`config.mk`:
```
export PLATFORM = sky130hd
export DESIGN_NAME = sd_ident_seq
export DESIGN_NICKNAME = d
export VERILOG_FILES = /design/src/rtl/sd_ident_pkg.sv /design/src/rtl/sd_step_decode.sv /design/src/rtl/sd_status_check.sv /design/src/rtl/sd_rsp_waiter.sv /design/src/rtl/sd_gap_timer.sv /design/src/rtl/sd_ident_seq.sv
export SDC_FILE = /design/constraint.sdc
export NUM_CORES = 1
export LEC_CHECK = 0
export CAP_MARGIN = 25
export CORE_ASPECT_RATIO = 0.6
export CORE_MARGIN = 1
export CORE_UTILIZATION = 40
export DETAILED_ROUTE_END_ITERATION = 16
export DONT_BUFFER_PORTS = 1
export GPL_ROUTABILITY_DRIVEN = 1
export PLACE_DENSITY = 0.54
export SYNTH_ARGS = -nofsm -noshare
export SYNTH_HDL_FRONTEND = slang
export SYNTH_SLANG_ARGS = --single-unit
```
`constraint.sdc`:
```
create_clock -name clk -period 3.4 [get_ports clk]
set_clock_uncertainty 0.1 [all_clocks]
set_input_delay 0.17 -clock clk [delete_from_list [all_inputs] [get_ports clk]]
set_output_delay 0.17 -clock clk [all_outputs]
set_load 0.02 [all_outputs]
```
`src/rtl/sd_ident_pkg.sv`:
```
// Shared types and constants for the SD card identification sequencer.
// Assumes the response kind encoding is shared with the link layer.
package sd_ident_pkg;

    typedef enum logic [1:0] {
        RSP_NONE  = 2'd0,
        RSP_SHORT = 2'd1,
        RSP_LONG  = 2'd2
    } rsp_kind_e;

    typedef enum logic [1:0] {
        ERR_NONE   = 2'd0,
        ERR_UNSUP  = 2'd1,
        ERR_NOCARD = 2'd2,
        ERR_IO     = 2'd3
    } err_e;

    typedef enum logic [1:0] {
        CHK_NONE,
        CHK_R1,
        CHK_R6
    } chk_e;

    typedef enum logic [3:0] {
        S_IDLE,
        S_RESET,
        S_IFCOND,
        S_POLL_APP,
        S_POLL_OP,
        S_POLL_GAP,
        S_GET_CID,
        S_GET_RCA,
        S_GET_CSD,
        S_SELECT,
        S_BLKLEN,
        S_BUS_APP,
        S_BUS_WIDTH,
        S_DONE,
        S_FAIL
    } step_e;

    localparam logic [31:0] IF_COND_ARG = 32'h0000_01AA;
    localparam logic [31:0] OP_COND_ARG = 32'h50FF_8000;
    localparam logic [31:0] VWIN_MASK   = 32'h00FF_8000;
    localparam logic [31:0] BLOCK_BYTES = 32'd512;
    localparam logic [31:0] BUS4_ARG    = 32'd2;

endpackage

```
`src/rtl/sd_step_decode.sv`:
```
// Maps the current sequencer step to the command it issues.
// Assumes: only command steps set is_cmd; the card address is zero until
// it is captured from the CMD3 response.
module sd_step_decode
    import sd_ident_pkg::*;
(
    input  step_e       step,
    input  logic [15:0] rca,
    output logic        is_cmd,
    output logic [5:0]  index,
    output logic [31:0] arg,
    output rsp_kind_e   kind,
    output chk_e        chk
);

    // Command table: index, argument, response kind and status check per step.
    always_comb begin
        is_cmd = 1'b1;
        index  = 6'd0;
        arg    = 32'd0;
        kind   = RSP_SHORT;
        chk    = CHK_NONE;
        case (step)
            S_RESET: begin
                index = 6'd0;
                kind  = RSP_NONE;
            end
            S_IFCOND: begin
                index = 6'd8;
                arg   = IF_COND_ARG;
            end
            S_POLL_APP: begin
                index = 6'd55;
                chk   = CHK_R1;
            end
            S_POLL_OP: begin
                index = 6'd41;
                arg   = OP_COND_ARG;
            end
            S_GET_CID: begin
                index = 6'd2;
                kind  = RSP_LONG;
            end
            S_GET_RCA: begin
                index = 6'd3;
                chk   = CHK_R6;
            end
            S_GET_CSD: begin
                index = 6'd9;
                arg   = {rca, 16'h0};
                kind  = RSP_LONG;
            end
            S_SELECT: begin
                index = 6'd7;
                arg   = {rca, 16'h0};
                chk   = CHK_R1;
            end
            S_BLKLEN: begin
                index = 6'd16;
                arg   = BLOCK_BYTES;
                chk   = CHK_R1;
            end
            S_BUS_APP: begin
                index = 6'd55;
                arg   = {rca, 16'h0};
                chk   = CHK_R1;
            end
            S_BUS_WIDTH: begin
                index = 6'd6;
                arg   = BUS4_ARG;
                chk   = CHK_R1;
            end
            default: begin
                is_cmd = 1'b0;
                kind   = RSP_NONE;
            end
        endcase
    end

endmodule

```
`src/rtl/sd_status_check.sv`:
```
// Flags error bits in a 48-bit response's card status word.
// Assumes: an R6-style word carries status bits 23, 22 and 19 in bits 15, 14
// and 13; it is remapped to the full card-status layout before the test.
module sd_status_check
    import sd_ident_pkg::*;
(
    input  logic [31:0] word,
    input  chk_e        chk,
    output logic        bad
);

    logic [31:0] status;

    // Normalise the status layout, then test error, illegal and CRC bits.
    always_comb begin
        status = word;
        if (chk == CHK_R6) begin
            status       = {16'h0, 3'b000, word[12:0]};
            status[23]   = word[15];
            status[22]   = word[14];
            status[19]   = word[13];
        end
        bad = (chk != CHK_NONE) && (status[23] || status[22] || status[19]);
    end

endmodule

```
`src/rtl/sd_rsp_waiter.sv`:
```
// Tracks one outstanding command and bounds its wait for a response.
// Assumes: a new issue never arrives while a response is pending.
module sd_rsp_waiter #(
    parameter int WAIT_CYCLES = 4096
) (
    input  logic clk,
    input  logic rst_n,
    input  logic issue,
    input  logic rsp_valid,
    input  logic rsp_timeout,
    output logic pending,
    output logic got,
    output logic lapsed
);

    localparam int CNT_W = $clog2(WAIT_CYCLES + 1);

    logic [CNT_W-1:0] cnt;

    assign got    = pending && rsp_valid;
    assign lapsed = pending && !rsp_valid &&
                    (rsp_timeout || cnt == CNT_W'(WAIT_CYCLES - 1));

    // Pending flag and elapsed-cycle counter for the current command.
    always_ff @(posedge clk) begin
        if (!rst_n) begin
            pending <= 1'b0;
            cnt     <= '0;
        end else if (issue) begin
            pending <= 1'b1;
            cnt     <= '0;
        end else if (got || lapsed) begin
            pending <= 1'b0;
        end else if (pending) begin
            cnt <= cnt + 1'b1;
        end
    end

    a_r10_wait_bound: assert property (@(posedge clk) disable iff (!rst_n)
        pending |-> (cnt < CNT_W'(WAIT_CYCLES)));

    a_r1_no_reissue: assert property (@(posedge clk) disable iff (!rst_n)
        issue |-> !pending);

endmodule

```
`src/rtl/sd_gap_timer.sv`:
```
// Down-counter that spaces consecutive operating-condition polls.
// Assumes GAP_CYCLES >= 1; done is high once the count reaches zero.
module sd_gap_timer #(
    parameter int GAP_CYCLES = 2000
) (
    input  logic clk,
    input  logic rst_n,
    input  logic load,
    input  logic run,
    output logic done
);

    localparam int CNT_W = (GAP_CYCLES < 1) ? 1 : $clog2(GAP_CYCLES + 1);

    logic [CNT_W-1:0] cnt;

    assign done = (cnt == '0);

    // Reload on a retry, count down while the sequencer waits.
    always_ff @(posedge clk) begin
        if (!rst_n) begin
            cnt <= '0;
        end else if (load) begin
            cnt <= CNT_W'(GAP_CYCLES);
        end else if (run && !done) begin
            cnt <= cnt - 1'b1;
        end
    end

endmodule

```
`src/rtl/sd_ident_seq.sv`:
```
// SD card identification sequencer: walks a card from power-up to the
// transfer state through a fixed command series and reports done or an error.
// Assumes: the link layer pulses rsp_valid or rsp_timeout once per command
// with a response; 48-bit response content sits in rsp_data[31:0].
module sd_ident_seq
    import sd_ident_pkg::*;
#(
    parameter int RSP_WAIT  = 4096,
    parameter int MAX_POLLS = 1000,
    parameter int POLL_GAP  = 2000
) (
    input  logic         clk,
    input  logic         rst_n,
    input  logic         start,
    output logic         cmd_valid,
    output logic [5:0]   cmd_index,
    output logic [31:0]  cmd_arg,
    output logic [1:0]   cmd_kind,
    input  logic         rsp_valid,
    input  logic         rsp_timeout,
    input  logic [127:0] rsp_data,
    output logic         busy,
    output logic         done,
    output logic         err,
    output logic [1:0]   err_code,
    output logic [15:0]  card_rca,
    output logic         card_ccs,
    output logic [31:0]  card_ocr,
    output logic [127:0] card_cid,
    output logic [127:0] card_csd
);

    localparam int TRY_W = $clog2(MAX_POLLS + 1);

    step_e            step_q;
    err_e             code_q;
    logic [TRY_W-1:0] try_q;
    logic [15:0]      rca_q;
    logic             ccs_q;
    logic [31:0]      ocr_q;
    logic [127:0]     cid_q;
    logic [127:0]     csd_q;

    logic        dec_is_cmd;
    logic [5:0]  dec_idx;
    logic [31:0] dec_arg;
    rsp_kind_e   dec_kind;
    chk_e        dec_chk;

    logic        pending, got, lapsed, issue;
    logic        st_bad, vw_ok, poll_retry, gap_done;
    logic [31:0] word;

    sd_step_decode u_dec (
        .step   (step_q),
        .rca    (rca_q),
        .is_cmd (dec_is_cmd),
        .index  (dec_idx),
        .arg    (dec_arg),
        .kind   (dec_kind),
        .chk    (dec_chk)
    );

    assign cmd_valid = dec_is_cmd && !pending;
    assign cmd_index = dec_idx;
    assign cmd_arg   = dec_arg;
    assign cmd_kind  = dec_kind;
    assign issue     = cmd_valid && (dec_kind != RSP_NONE);

    sd_rsp_waiter #(.WAIT_CYCLES(RSP_WAIT)) u_wait (
        .clk         (clk),
        .rst_n       (rst_n),
        .issue       (issue),
        .rsp_valid   (rsp_valid),
        .rsp_timeout (rsp_timeout),
        .pending     (pending),
        .got         (got),
        .lapsed      (lapsed)
    );

    assign word = rsp_data[31:0];

    sd_status_check u_chk (
        .word (word),
        .chk  (dec_chk),
        .bad  (st_bad)
    );

    assign vw_ok      = (word & VWIN_MASK) == VWIN_MASK;
    assign poll_retry = got && (step_q == S_POLL_OP) && vw_ok && !word[31] &&
                        (try_q != TRY_W'(MAX_POLLS - 1));

    sd_gap_timer #(.GAP_CYCLES(POLL_GAP)) u_gap (
        .clk   (clk),
        .rst_n (rst_n),
        .load  (poll_retry),
        .run   (step_q == S_POLL_GAP),
        .done  (gap_done)
    );

    // Sequencer: advances on responses, records card data and failure reasons.
    always_ff @(posedge clk) begin
        if (!rst_n) begin
            step_q <= S_IDLE;
            code_q <= ERR_NONE;
            try_q  <= '0;
            rca_q  <= '0;
            ccs_q  <= 1'b0;
            ocr_q  <= '0;
            cid_q  <= '0;
            csd_q  <= '0;
        end else begin
            case (step_q)
                S_IDLE, S_DONE, S_FAIL: begin
                    if (start) begin
                        step_q <= S_RESET;
                        code_q <= ERR_NONE;
                        try_q  <= '0;
                    end
                end
                S_POLL_GAP: begin
                    if (gap_done) step_q <= S_POLL_APP;
                end
                default: begin
                    if (cmd_valid && dec_kind == RSP_NONE) begin
                        step_q <= S_IFCOND;
                    end else if (lapsed) begin
                        step_q <= S_FAIL;
                        code_q <= (step_q == S_IFCOND) ? ERR_UNSUP : ERR_IO;
                    end else if (got && st_bad) begin
                        step_q <= S_FAIL;
                        code_q <= ERR_IO;
                    end else if (got) begin
                        case (step_q)
                            S_IFCOND: begin
                                if (word == IF_COND_ARG) begin
                                    step_q <= S_POLL_APP;
                                end else begin
                                    step_q <= S_FAIL;
                                    code_q <= ERR_NOCARD;
                                end
                            end
                            S_POLL_APP: step_q <= S_POLL_OP;
                            S_POLL_OP: begin
                                if (!vw_ok) begin
                                    step_q <= S_FAIL;
                                    code_q <= ERR_NOCARD;
                                end else begin
                                    ocr_q <= word;
                                    if (word[31]) begin
                                        ccs_q  <= word[30];
                                        step_q <= S_GET_CID;
                                    end else if (try_q == TRY_W'(MAX_POLLS - 1)) begin
                                        step_q <= S_FAIL;
                                        code_q <= ERR_IO;
                                    end else begin
                                        try_q  <= try_q + 1'b1;
                                        step_q <= S_POLL_GAP;
                                    end
                                end
                            end
                            S_GET_CID: begin
                                cid_q  <= rsp_data;
                                step_q <= S_GET_RCA;
                            end
                            S_GET_RCA: begin
                                rca_q  <= word[31:16];
                                step_q <= S_GET_CSD;
                            end
                            S_GET_CSD: begin
                                csd_q  <= rsp_data;
                                step_q <= S_SELECT;
                            end
                            S_SELECT:    step_q <= ccs_q ? S_BUS_APP : S_BLKLEN;
                            S_BLKLEN:    step_q <= S_BUS_APP;
                            S_BUS_APP:   step_q <= S_BUS_WIDTH;
                            S_BUS_WIDTH: step_q <= S_DONE;
                            default:     step_q <= S_FAIL;
                        endcase
                    end
                end
            endcase
        end
    end

    assign busy     = (step_q != S_IDLE) && (step_q != S_DONE) && (step_q != S_FAIL);
    assign done     = (step_q == S_DONE);
    assign err      = (step_q == S_FAIL);
    assign err_code = code_q;
    assign card_rca = rca_q;
    assign card_ccs = ccs_q;
    assign card_ocr = ocr_q;
    assign card_cid = cid_q;
    assign card_csd = csd_q;

    a_r11_err_has_code: assert property (@(posedge clk) disable iff (!rst_n)
        err |-> (err_code != ERR_NONE));

    a_r11_done_clean: assert property (@(posedge clk) disable iff (!rst_n)
        done |-> (err_code == ERR_NONE));

    a_r11_hold_done: assert property (@(posedge clk) disable iff (!rst_n)
        (done && !start) |=> (done && $stable(card_rca)));

    a_r1_one_outstanding: assert property (@(posedge clk) disable iff (!rst_n)
        pending |-> !cmd_valid);

    a_r5_poll_limit: assert property (@(posedge clk) disable iff (!rst_n)
        try_q < TRY_W'(MAX_POLLS));

    a_r7_blklen_sdsc: assert property (@(posedge clk) disable iff (!rst_n)
        (cmd_valid && cmd_index == 6'd16) |-> !card_ccs);

endmodule

```
==> summary.md <==
| Metric | Value |
|---|---|
| Diode count | 0 |
| Clock power share | 0.442 |
| DR pass1 iterations | 5 |
| Clk_lat worst skew | 0.52 ns |
| Simple-Gate Fraction of Synth Area | 0.2402 |
| Seq/Total Area, Yosys | 0.5156 |
| EDFF count, synth | 0 |
| Top cells by area, synth | dfxtp_1 52%, nand2_1 17%, a21oi_1 6.8% |
| Crit-path max cell delay | 0.54 ns |
| Final nets | 1886 |
| Final Hold Fails | 0 |
| Final Cell Area | 16410 um2 |
| Worst-margin pin slew | 0.9086 ns |
| Reg clk slew, reported paths | 0.06 ns |
| Switching Fraction | 0.2634 |
| GPL Wtd Cong | 0.9090 |
| GRT Overall Usage | 0.2537 |
| Cell Area, Synth | 13440 um2 |
| First-pass GRT wire length | 67.10 mm |
| Die height | 144.0 um |
| Yosys top cell area share | 0.5156 |
| Number of synthesized register bits | 346 |
| Async SR Flop Fraction | 0 |
| Crit start category | flip-flop |
| Ys Warns | 0 |
| Final Setup Violations | 0 |
| CTS Sinks | 346 |
| Worst vdd rail ir drop | 0.3194 mV |
| IO Pins | 484 |
| Synth Area in XOR/XNOR | 0.01434 |
| RSZ-0062 raised after global routing | no |
| HP Class | in -> reg |
| Area leader, netlist | dfxtp_1 |
| Register share of total power | 0.440 |
| Initial Util | 0.4104 |
| Pin count of the biggest net entering global routing | 146 |
| Setup TNS Final | 0 ns |
| Syn avg cell area | 8.036 um2 |
| Status | finished clean |
| CP dominant cell by count | o21ai_0 |
| P_leak | 5.582 nW |
| Die X | 238.6 um |
| Setup slack at placement | 0.6395 ns |
| Clock root buffer master | clkbuf_16 |
| Max cap viols | 0 |
| DP Area | 13780 um2 |
| Worst Path Buf+Inv | 1 |
| Tmin final | 2.868 ns |
| DR DRC count | 0 |
| Final ANT Viol Nets | 0 |
| Synth Area in Compound Gates | 0.1649 |
| Vias in the first global route | 10790 |
| Post-Synth Adder-Cell Area | 0.002794 |
| Count leader, synth | nand2_1 |
| Crit path kind | reg -> reg |
| Worst hold margin | 0.06856 ns |
| Slowest cell on crit path | dfxtp_1 |
| Detailed Route Iter0 Violations | 883 |
| Final cycle utilization of the critical path | 0.8434 |
| Logic pwr share | 0.118 |
| Critical Path RT | 3.67 ns |
| Final Worst Setup Slack | 0.5324 ns |
| CTS max path bufs | 3 |
| Relative slew slack | 0.3942 |
| Core ar. | 32740 um2 |
| Count of unique library cells instantiated by Yosys | 60 |
| Final WL | 45.91 mm |
| DIE AREA | 34350 um2 |
| H-Tree Depth | 2 |
| Routed WL per cell | 20.61 um |
| Initial antenna violation count | 0 |
| Crit. End Element | flip-flop |
| Delay-heaviest family, CP | compound AO/OA/AOI/OAI gates |
| # port buffers | 0 |
| Switching power summed over all nets | 0.002514 W |
| Multiplexer share of the synthesized area | 0.01648 |
| Fmax | 348.7 MHz |
| Internal power | 0.007030 W |
| Layout fillers | 3174 |
| DPL Wire Length | 29.78 mm |
| Max-slew violations | 0 |
| Post-synth top cells | 609 x nand2_1, 346 x dfxtp_1, 183 x a21oi_1 |
| Layout cell share with drive strength beyond 1 | 0.05965 |
| Congestion Overflow GR | 0 |
| Vias | 11790 |
| Synthesized instance count | 1672 |
| Num CTS Buffers | 35 |
| Crit-path max FO | 17 |
| PnR Total Power | 0.009544 W |
| Crit path cell chain | buf_4 > nand4b_1 > mux2_2 > a31o_2 > o21ai_0 > o21ai_0 > mux2i_1 |
| DR vias/cell | 5.295 |
| CTS tree | yes |
| Worst EP arrival | 3.14 ns |
| Power Dens Cells | 581.7 nW/um2 |
| Synth Flop Type | dfxtp_1 |
| Syn-to-layout area delta | 22.11% |
| Largest family of logic cells by synthesized area | simple AND/OR/NAND/NOR gates |
| Std cell rows | 51 |
worst paths after layout:
kind / from / endpoint / slack [ns] / cells past startpoint
worst max-delay path: step_q[2] / err_code[0] / 0.53 / 7
worst min register to register: u_wait.cnt[12] / u_wait.cnt[12] / 0.33 / 2
worst min-delay path: rst_n / card_cid[101] / 0.07 / 2
worst max register to register: step_q[2] / err_code[0] / 0.53 / 7
what timing repair did:
item,in CTS,in global routing
hold endpoints to repair,345,0
setup buffers,0,0
gates resized for setup,0,0
hold buffers,134,0
routing by layer:
metal | share of wire | global-route usage | vias up
met5 | 0 | 0 | -
li1 | - | - | 5625
met2 | 0.45 | 0.3921 | 476
met4 | 0.026 | 0.07591 | 0
met3 | 0.092 | 0.08125 | 89
met1 | 0.43 | 0.3369 | 5602
sequential cells by signal, indices dropped and copies added (netlist names):
name            flops
card_ocr           32
card_ccs            1
u_wait.cnt         13
u_wait.pending      1
step_q              4
card_csd          128
try_q              10
u_gap.cnt          11
err_code            2
card_cid          128
card_rca           16
stage by stage:
| stage | instances | utilization |
|---|---|---|
| 2_1_floorplan | 1680 | - |
| 3_3_place_gp | 2029 | 0.4208 |
| 3_5_place_dp | 2029 | 0.4208 |
| 4_1_cts | 2227 | 0.5012 |
| 5_1_grt | 2227 | 0.5012 |
| 6_report | 2227 | 0.5012 |
logic make-up after synthesis:
logic type,count (synthesis)
flops,346
compound gates,361
buf+inv,144
simple gates,773
mux,22
other cells,1
xor+xnor,22
fa+ha+maj,3
cells in the final DEF (no fill, tap or decap), types with 13 or more instances in the layout:
cell           netlist  routed
nand2_1            609     609
dfxtp_1            346     346
a21oi_1            183     183
dlygate4sd3_1        0     133
a21boi_0           111     111
nor2_1              48      48
clkbuf_16            0      36
buf_4               12      24
o21ai_0             23      23
mux2i_1             21      21
nor2b_1             17      17
nor3_1              19      17
xnor2_1             17      17
nand3_1             14      14
inv_1               13      13
clkbuf_8             0      13
power by group through the flow:
| stage | Clock, W | Combinational, W | Sequential [W] |
|---|---|---|---|
| 2_1_floorplan | 0 | 0.000726 | 0.00426 |
| 3_3_place_gp | 0 | 0.000880 | 0.00429 |
| 3_5_place_dp | 0 | 0.000884 | 0.00429 |
| 4_1_cts | 0.00431 | 0.00110 | 0.00420 |
| 5_1_grt | 0.00448 | 0.00120 | 0.00421 |
| 6_report | 0.00422 | 0.00112 | 0.00420 |
worst register-to-register path, delay by kind of cell (launching register included):
family,cells,cell delay [ns]
simple gates,1,0.17
buf+inv,1,0.28
compound gates,3,1.12
flops,1,0.54
mux,2,0.52
cell type report:
class | count | area [um2] | area share
clock buffer | 53 | 1095 | 0.06673
inverter | 14 | 57.56 | 0.003508
clock inverter | 11 | 176.4 | 0.01075
sequential | 346 | 6927 | 0.4222
tap | 450 | 563.0 | 0.03432
multi-input combinational | 1190 | 5948 | 0.3626
timing repair buffer | 163 | 1639 | 0.09991
(Power assumes the default switching activity.)
